File: src/rtl/boot_pkg.sv
package boot_pkg;
    typedef enum logic [2:0] {
        S_RESET,
        S_OFF,
        S_SYNC_WAIT,
        S_MEASURE,
        S_GAP,
        S_SEND_ID,
        S_RECV,
        S_DONE
    } boot_state_t;
endpackage

File: src/rtl/boot_uart_tx.sv
module boot_uart_tx #(
    parameter int CW = 16
) (
    input  logic          clk,
    input  logic          rst_n,
    input  logic          start,
    input  logic [CW-1:0] div,
    input  logic [7:0]    data,
    output logic          txd,
    output logic          busy
);
    logic [9:0]    shreg;
    logic [3:0]    bitn;
    logic [CW-1:0] tick;

    always_ff @(posedge clk or negedge rst_n) begin
        if (!rst_n) begin
            shreg <= '1;
            bitn  <= '0;
            tick  <= '0;
            busy  <= 1'b0;
        end else if (!busy) begin
            if (start) begin
                shreg <= {1'b1, data, 1'b0};
                bitn  <= '0;
                tick  <= '0;
                busy  <= 1'b1;
            end
        end else if (tick == div - 1'b1) begin
            tick  <= '0;
            shreg <= {1'b1, shreg[9:1]};
            bitn  <= bitn + 1'b1;
            if (bitn == 4'd9) busy <= 1'b0;
        end else begin
            tick <= tick + 1'b1;
        end
    end

    assign txd = busy ? shreg[0] : 1'b1;

    // a start request on an idle transmitter always begins a frame
    a_r5_start_takes: assert property (@(posedge clk) disable iff (!rst_n)
        (start && !busy) |=> (busy && !txd));
endmodule

File: src/rtl/boot_uart_rx.sv
module boot_uart_rx #(
    parameter int CW = 16
) (
    input  logic          clk,
    input  logic          rst_n,
    input  logic          en,
    input  logic          rxd,
    input  logic [CW-1:0] div,
    output logic          valid,
    output logic          ferr,
    output logic [7:0]    data
);
    logic          act;
    logic          prev;
    logic [3:0]    bitn;
    logic [CW-1:0] tick;
    logic [CW-1:0] lim;

    always_ff @(posedge clk or negedge rst_n) begin
        if (!rst_n) begin
            act   <= 1'b0;
            prev  <= 1'b1;
            bitn  <= '0;
            tick  <= '0;
            lim   <= '0;
            valid <= 1'b0;
            ferr  <= 1'b0;
            data  <= '0;
        end else begin
            valid <= 1'b0;
            ferr  <= 1'b0;
            prev  <= rxd;
            if (!act) begin
                if (en && prev && !rxd) begin
                    act  <= 1'b1;
                    tick <= '0;
                    bitn <= '0;
                    lim  <= div >> 1;
                end
            end else if (tick == lim) begin
                tick <= '0;
                lim  <= div - 1'b1;
                bitn <= bitn + 1'b1;
                if (bitn == 4'd0) begin
                    if (rxd) act <= 1'b0;
                end else if (bitn == 4'd9) begin
                    act <= 1'b0;
                    if (rxd) valid <= 1'b1;
                    else     ferr  <= 1'b1;
                end else begin
                    data <= {rxd, data[7:1]};
                end
            end else begin
                tick <= tick + 1'b1;
            end
        end
    end

    // a frame ends either good or bad, never both
    a_r8_one_outcome: assert property (@(posedge clk) disable iff (!rst_n)
        !(valid && ferr));
endmodule

File: src/rtl/boot_loader_seq.sv
module boot_loader_seq
    import boot_pkg::*;
#(
    parameter int          CW      = 16,
    parameter int          NBYTES  = 32,
    parameter logic [7:0]  ID_BYTE = 8'hC3,
    parameter int          MIN_LOW = 18
) (
    input  logic                        clk,
    input  logic                        rst_n,
    input  logic                        boot_sel_n,
    input  logic                        rxd,
    output logic                        txd,
    output logic                        txd_oe,
    output logic                        wdt_en,
    output logic                        loader_active,
    output logic                        wr_en,
    output logic [$clog2(NBYTES)-1:0]   wr_addr,
    output logic [7:0]                  wr_data,
    output logic                        done,
    output logic                        frame_err
);
    localparam int               AW   = $clog2(NBYTES);
    localparam logic [AW-1:0]    LAST = AW'(NBYTES - 1);
    localparam logic [CW-1:0]    MINW = CW'(MIN_LOW);

    boot_state_t   state, nstate;
    logic [1:0]    sync_q;
    logic          rx_s;
    logic [CW-1:0] low_cnt;
    logic [CW-1:0] div_q;
    logic [CW-1:0] gap_cnt;
    logic [AW-1:0] byte_cnt;
    logic          err_q;
    logic          tx_start, tx_busy, tx_line;
    logic          rx_valid, rx_ferr;
    logic [7:0]    rx_data;
    logic          gap_end;

    always_ff @(posedge clk or negedge rst_n) begin
        if (!rst_n) sync_q <= 2'b11;
        else        sync_q <= {sync_q[0], rxd};
    end
    assign rx_s    = sync_q[1];
    assign gap_end = (gap_cnt == div_q - 1'b1);

    always_comb begin
        nstate = state;
        unique case (state)
            S_RESET:     nstate = boot_sel_n ? S_OFF : S_SYNC_WAIT;
            S_OFF:       nstate = S_OFF;
            S_SYNC_WAIT: if (!rx_s) nstate = S_MEASURE;
            S_MEASURE:   if (rx_s) nstate = (low_cnt < MINW) ? S_SYNC_WAIT : S_GAP;
            S_GAP:       if (gap_end) nstate = S_SEND_ID;
            S_SEND_ID:   if (!tx_busy) nstate = S_RECV;
            S_RECV:      if (rx_valid && byte_cnt == LAST) nstate = S_DONE;
            S_DONE:      nstate = S_DONE;
            default:     nstate = S_RESET;
        endcase
    end

    always_ff @(posedge clk or negedge rst_n) begin
        if (!rst_n) state <= S_RESET;
        else        state <= nstate;
    end

    always_ff @(posedge clk or negedge rst_n) begin
        if (!rst_n) begin
            low_cnt  <= '0;
            div_q    <= '0;
            gap_cnt  <= '0;
            byte_cnt <= '0;
            err_q    <= 1'b0;
        end else begin
            unique case (state)
                S_SYNC_WAIT: low_cnt <= CW'(1);
                S_MEASURE: begin
                    if (!rx_s && low_cnt != '1) low_cnt <= low_cnt + 1'b1;
                    if (rx_s) begin
                        div_q   <= low_cnt / CW'(9);
                        gap_cnt <= '0;
                    end
                end
                S_GAP: gap_cnt <= gap_cnt + 1'b1;
                S_RECV: begin
                    if (rx_valid) byte_cnt <= byte_cnt + 1'b1;
                    if (rx_ferr)  err_q    <= 1'b1;
                end
                default: ;
            endcase
        end
    end

    assign tx_start = (state == S_GAP) && gap_end;

    boot_uart_tx #(.CW(CW)) u_tx (
        .clk(clk), .rst_n(rst_n), .start(tx_start), .div(div_q),
        .data(ID_BYTE), .txd(tx_line), .busy(tx_busy)
    );

    boot_uart_rx #(.CW(CW)) u_rx (
        .clk(clk), .rst_n(rst_n), .en(state == S_RECV), .rxd(rx_s),
        .div(div_q), .valid(rx_valid), .ferr(rx_ferr), .data(rx_data)
    );

    always_comb begin
        loader_active = !(state == S_RESET || state == S_OFF);
        wdt_en        = (state == S_OFF);
        txd_oe        = loader_active;
        txd           = loader_active ? tx_line : 1'b1;
        wr_en         = (state == S_RECV) && rx_valid;
        wr_addr       = byte_cnt;
        wr_data       = rx_data;
        done          = (state == S_DONE);
        frame_err     = err_q;
    end

    // normal mode is permanent
    a_r1_off_stays: assert property (@(posedge clk) disable iff (!rst_n)
        (state == S_OFF) |=> (state == S_OFF));
    // watchdog held off while the loader owns the port
    a_r2_wdt_off: assert property (@(posedge clk) disable iff (!rst_n)
        loader_active |-> !wdt_en);
    // transmit pin driven in loader mode
    a_r3_txd_driven: assert property (@(posedge clk) disable iff (!rst_n)
        loader_active |-> txd_oe);
    // writes happen only in the receive phase
    a_r6_write_phase: assert property (@(posedge clk) disable iff (!rst_n)
        wr_en |-> (state == S_RECV));
    // completion is final and silent
    a_r7_done_holds: assert property (@(posedge clk) disable iff (!rst_n)
        done |=> (done && !wr_en));
    // error flag is sticky
    a_r8_err_sticky: assert property (@(posedge clk) disable iff (!rst_n)
        frame_err |=> frame_err);
    // half duplex, no transmission while receiving
    a_r9_quiet_rx: assert property (@(posedge clk) disable iff (!rst_n)
        (state == S_RECV || state == S_DONE) |-> (txd && !tx_busy));
endmodule

File: config.mk
export PLATFORM = sky130hd
export DESIGN_NAME = boot_loader_seq
export DESIGN_NICKNAME = d
export VERILOG_FILES = /design/src/rtl/boot_pkg.sv /design/src/rtl/boot_uart_tx.sv /design/src/rtl/boot_uart_rx.sv /design/src/rtl/boot_loader_seq.sv
export SDC_FILE = /design/constraint.sdc
export NUM_CORES = 1
export LEC_CHECK = 0
export BUFFER_PORTS_ARGS = -buffer_cell sky130_fd_sc_hd__buf_2
export CORE_ASPECT_RATIO = 0.8
export CORE_UTILIZATION = 35
export DETAILED_ROUTE_END_ITERATION = 6
export SLEW_MARGIN = 20
export SYNTH_ARGS = -nofsm -noshare
export SYNTH_HDL_FRONTEND = slang
export SYNTH_SLANG_ARGS = --single-unit
File: constraint.sdc
create_clock -name clk -period 7.43 [get_ports clk]
set_input_delay 0.3715 -clock clk [delete_from_list [all_inputs] [get_ports clk]]
set_output_delay 0.3715 -clock clk [all_outputs]
set_load 0.02 [all_outputs]
# After elaboration in Yosys (flattened, before gate mapping)
# Index checks and enable logic that the tools add are counted.
[totals]
regBits = 138
word_cells = 128
[op_classes]
add_sub_neg = 8
div_mod_pow = 1
n_lt_le_gt_ge = 1
n_eq_ne = 22
mux = 51
bitwise = 2
reduce_logical = 24
[op_table]
columns = ["operator", "count"]
rows = [
  ["16-bit 2-to-1 mux", 11],
  ["16-bit by 1-bit adder with 16-bit output (second input constant)", 4],
  ["16-bit case mux with 2 select lines", 2],
  ["16-bit == test", 3],
  ["10-bit 2-to-1 mux", 3],
  ["4-bit 2-to-1 mux", 6],
  ["3-bit case mux with 8 select lines", 1],
  ["1-bit 2-to-1 mux", 21],
  ["3-bit 2-to-1 mux", 6],
  ["16-bit by 4-bit divider with 16-bit output (second input constant)", 1],
  ["16-bit by 5-bit < comparator with 1-bit output (second input constant)", 1],
  ["16-bit != test (second input constant)", 1],
  ["2-bit != test (second input constant)", 8],
  ["16-bit by 1-bit subtractor with 16-bit output (second input constant)", 1],
  ["2-bit AND reduction", 7],
  ["3-bit == test (second input constant)", 4],
  ["4-bit by 1-bit adder with 4-bit output (second input constant)", 2],
  ["4-bit == test (second input constant)", 2],
  ["2-bit nonzero test", 4],
  ["3-bit by 2-bit == test with 1-bit output (second input constant)", 2],
  ["1-bit logical AND", 6],
  ["5-bit by 1-bit adder with 5-bit output (second input constant)", 1],
  ["5-bit == test (second input constant)", 1],
  ["5-bit AND reduction", 1],
  ["other kinds (8)", 10],
]

# Longest topological paths before layout
[logic_depth]
word_depth = 5
ltp_mapped = 25
mapped_depth_nobuf = 22

# Modules after synthesis
# Synthesis repeated with hierarchy kept, for this count alone.
[hier_totals]
hier_cells = 1173
hier_area_um2 = 10127.2
[modules_own_cells]
columns = ["module", "n_inst", "cells_per_inst", "area_each_um2"]
rows = [
  ["boot_loader_seq", 1, 651, 5176.2],
  ["boot_uart_rx", 1, 285, 2750.1],
  ["boot_uart_tx", 1, 237, 2200.9],
]

# Worst setup path before layout
# No wires, ideal clock.
[synth_path]
path_type = "flip-flop to flip-flop"
from = "reg low_cnt[15]"
to = "reg div_q[0]"
setup_ps = 137
t_arrival_ps = 5418
t_required_ps = 7293
path_slack_ps = 1875
path_stages_with_launch = 24
n_path_buf = 1
cell_sequence = "dfrtp_1 > buf_4 > nor4b_2 > a21oi_1 > a211oi_4 > o21ai_1 > a32o_1 > a211oi_2 > a21oi_1 > mux2i_2 > mux2i_4 > o32ai_4 > a2111o_1 > a211oi_2 > a21oi_1 > a211o_1 > a21boi_1 > xnor2_1 > ha_1 > xnor2_1 > or3_1 > o211ai_1 > a32oi_1 > a2bb2oi_1"
[synth_between]
elab_chain_len = 1
[synth_lines]
columns = ["item", "line", "rtl"]
rows = [
  ["start: declaration", "boot_loader_seq.sv:30", "logic [CW-1:0] low_cnt;"],
  ["start signal: assignment", "boot_loader_seq.sv:78", "if (!rx_s && low_cnt != '1) low_cnt <= low_cnt + 1'b1;"],
  ["16-bit by 4-bit divider with 16-bit output", "boot_loader_seq.sv:80", "div_q <= low_cnt / CW'(9);"],
  ["end signal: assignment", "boot_loader_seq.sv:80", ""],
  ["end: declaration", "boot_loader_seq.sv:31", "logic [CW-1:0] div_q;"],
]
# No other way between the ends.
# A chain may end at the register's enable or synchronous reset.

# Final worst setup path
[layout_path]
from = "reg low_cnt[12]"
to = "reg div_q[0]"
# Same word-level chain as after synthesis.

==> qor.yml <==
cts:
  cts_buffers: 17
  cts_tree: "yes"
  clock_sinks: 132
  insertion_delay_ps: 420
  holdBufCountCts: 1
  clkTransAtPathRegs_ps: 60
  post_cts_buffers: 0
  cts.repair.resized: 0
  cts_buffer_depth: 2
  root_buffer: "clkbuf_16"
  cts_max_level: 4
sta:
  relSlewSlack_pct: 31.2
  slew_viol_final: 0
  finalCriticalPeriod_ps: 6660
  finalCritPeriodShare_pct: 89.6
  rsz0062_at_grt: "false"
  finalHoldViolations: 0
  skew_ps: 7.17
  worst_slew_pin_slew_ps: 1010
  holdWs_ps: 51.9
  setup_violations: 0
  max_freq_mhz: 150
  tns_ps: 0
logic_synthesis:
  synthArstFlopShare_pct: 100
  yosysWarnings: 0
  synth_seq_cells: 132
  synth_area_leaders: "dfrtp_1, o21ai_0, xor2_1"
  syn-num-nets: 1017
  synth_cell_types: 92
  ys_seq_area_share_pct: 38.2
  synth_area_sq_um: 8670
  yosysTopAreaCell: "dfrtp_1"
  synth.top_cell.area_share_pct: 35.2
  netlist_instances: 997
  synth_flop_cell: "dfrtp_1"
  yosysMostFrequentCell: "o21ai_0"
  syn_avg_cell_area_sq_um: 8.70
  synth.top_cells.by_count: "o21ai_0, dfrtp_1, nand2_1"
  synth-edff-count: 0
finish:
  final.fill_count: 2403
  nets: 1015
  final_util_pct: 39.8
  layout-drive-gt1-share_pct: 11.2
  stdcell_count: 1325
  insertedDiodeCount: 0
  syn_to_final_growth_pct: 11.6
place:
  port_buffers: 23
  gp_congestion: 0.922
  place_inst: 1293
  hpwl_microns: 14800
floorplanning:
  fp.dieH_microns: 143
  start_util_pct: 35.7
  fp.coreArea_sq_um: 24300
  ios: 24
  die-area_sq_um: 25400
  rows: 51
  die_x_microns: 178
critical_path:
  crit_path_max_fanout: 11
  cp-start-kind: "flop"
  cp-end-kind: "flop"
  slowest_delay_ps: 550
  crit_required_ps: 7700
  critical_path_class: "flop to flop"
  cp_cell_sequence: "nor2b_1, mux2_2, o22ai_1, nor2_1, o32ai_1, a211oi_2, a21oi_1, mux2i_2, mux2i_1, nor2_1, a2111o_1, a211oi_2, a21oi_1, a211o_1, a21boi_1, xnor2_1, ha_1, xnor2_1, or3_1, o211ai_1, a32oi_1, a2bb2oi_1"
  arrival_ps: 6930
  crit_family: "compound AO/OA/AOI/OAI gates"
  cp_slowest_cell: "nor2b_1"
  critPathBufInv: 0
drt:
  vias: 7260
  viasPerCell: 5.48
  wirelength_microns: 20800
  first_pass_iters: 5
  drc: 0
  ant_nets: 0
  wl_per_cell_microns: 15.7
  drt_iter0_drc: 496
global_routing:
  grt_pass1_wl_microns: 34500
  gr-usage-met1_pct: 25.7
  grt_pass1_vias: 6544
  grt_util_met3_pct: 3.65
  grt_max_degree: 72
  grt_busiest_layer: "met1"
  grt_overflow: 0
  grt.total_usage_pct: 17.0
  grtUsageMet2_pct: 24.2
  antenna_found_initial: 0
power:
  seq_power_share_pct: 41.7
  vdd_drop_max_mv: 0.147
  pwr_density_cell_nw_per_um2: 182
  power_frac_comb_pct: 5.0
  p_switching_mw: 0.392
  power_mw: 1.76
  internal_power_mw: 1.37
  swShare_pct: 22.3
  p_leak_nw: 4.32
  clkPwrFrac_pct: 53.3
outcome:
  outcome: "finished, final reports clean"
job:
  maxCapViolCount: 0
hold_path:
  hold_path_class: "primary input to flop"
## cell families (layout without fill, tap and decap cells)
logic type      Yosys count  count (layout)  share of synthesized area [%]
buf+inv                  75              85                           3.78
compound gates          279             279                           21.4
flops                   132             132                           38.2
mux                      21              21                           2.83
simple gates            389             389                           22.8
xor+xnor                 84              84                           8.48
fa+ha+maj                17              17                           2.42
## power by group through the flow
stage	Combinational (mW)	Sequential [mW]	Clock (mW)
2_1_floorplan	0.0588	0.740	0
3_3_place_gp	0.0872	0.745	0
6_report	0.0873	0.733	0.937
5_1_grt	0.0980	0.734	0.988
4_1_cts	0.0885	0.733	0.955
3_5_place_dp	0.0874	0.746	0
## metrics by stage
step | cell area [sq um] | setup slack, ps
floorplan | 8670 | 1880
global placement | 9000 | 1050
detailed placement | 9000 | 930
CTS | 9660 | 880
global route | 9680 | 239
finish | 9680 | 773
## layer usage
layer  share of wire (%)  up-vias
met5                   0        -
met4                0.89        0
met3                 4.5       17
met2                  42      152
met1                  52     3476
li1                    -     3615
## state kept, by name, summed over array words and instances (netlist names), 2 cells and up
register and flops:
state 3, u_tx.shreg 7, sync_q 2, u_rx.bitn 4, u_rx.data 8, low_cnt 16
wr_addr 5, gap_cnt 16, u_tx.tick 16, div_q 13, u_rx.tick 16, u_tx.bitn 4
u_rx.lim 16
## cell type report
type | instances | area (sq um) | share of cell area, %
inverter | 26 | 97.6 | 1.01
clock buffer | 19 | 453 | 4.68
timing repair buffer | 28 | 161 | 1.67
sequential | 132 | 3320 | 34.3
multi-input combinational | 790 | 5050 | 52.2
tap | 318 | 398 | 4.11
clock inverter | 12 | 204 | 2.11
## cells in the final DEF, fill, tap and decap left out, types with 19 or more instances in the layout
master | Yosys | final
dfrtp_1 | 122 | 122
nand2b_1 | 19 | 19
xor2_1 | 47 | 47
buf_2 | 7 | 22
nand4_1 | 21 | 21
a21oi_1 | 25 | 25
o21ai_0 | 132 | 131
xnor2_1 | 37 | 37
inv_1 | 26 | 26
nor2_1 | 84 | 83
and3_1 | 29 | 29
nand2_1 | 94 | 94
nand3_1 | 52 | 51
## path summary, 6_finish.rpt
kind	startpoint	to	slack [ps]	cells after the start
max in group asynchronous	rst_n	u_tx.bitn[3]	5570	3
max	low_cnt[12]	div_q[0]	770	22
min in group asynchronous	rst_n	u_rx.tick[0]	500	2
min	rxd	sync_q[0]	50	1
max reg2reg	low_cnt[12]	div_q[0]	770	22
min reg2reg	sync_q[0]	sync_q[1]	360	0
Note: power is estimated with default switching activity, not from simulation.
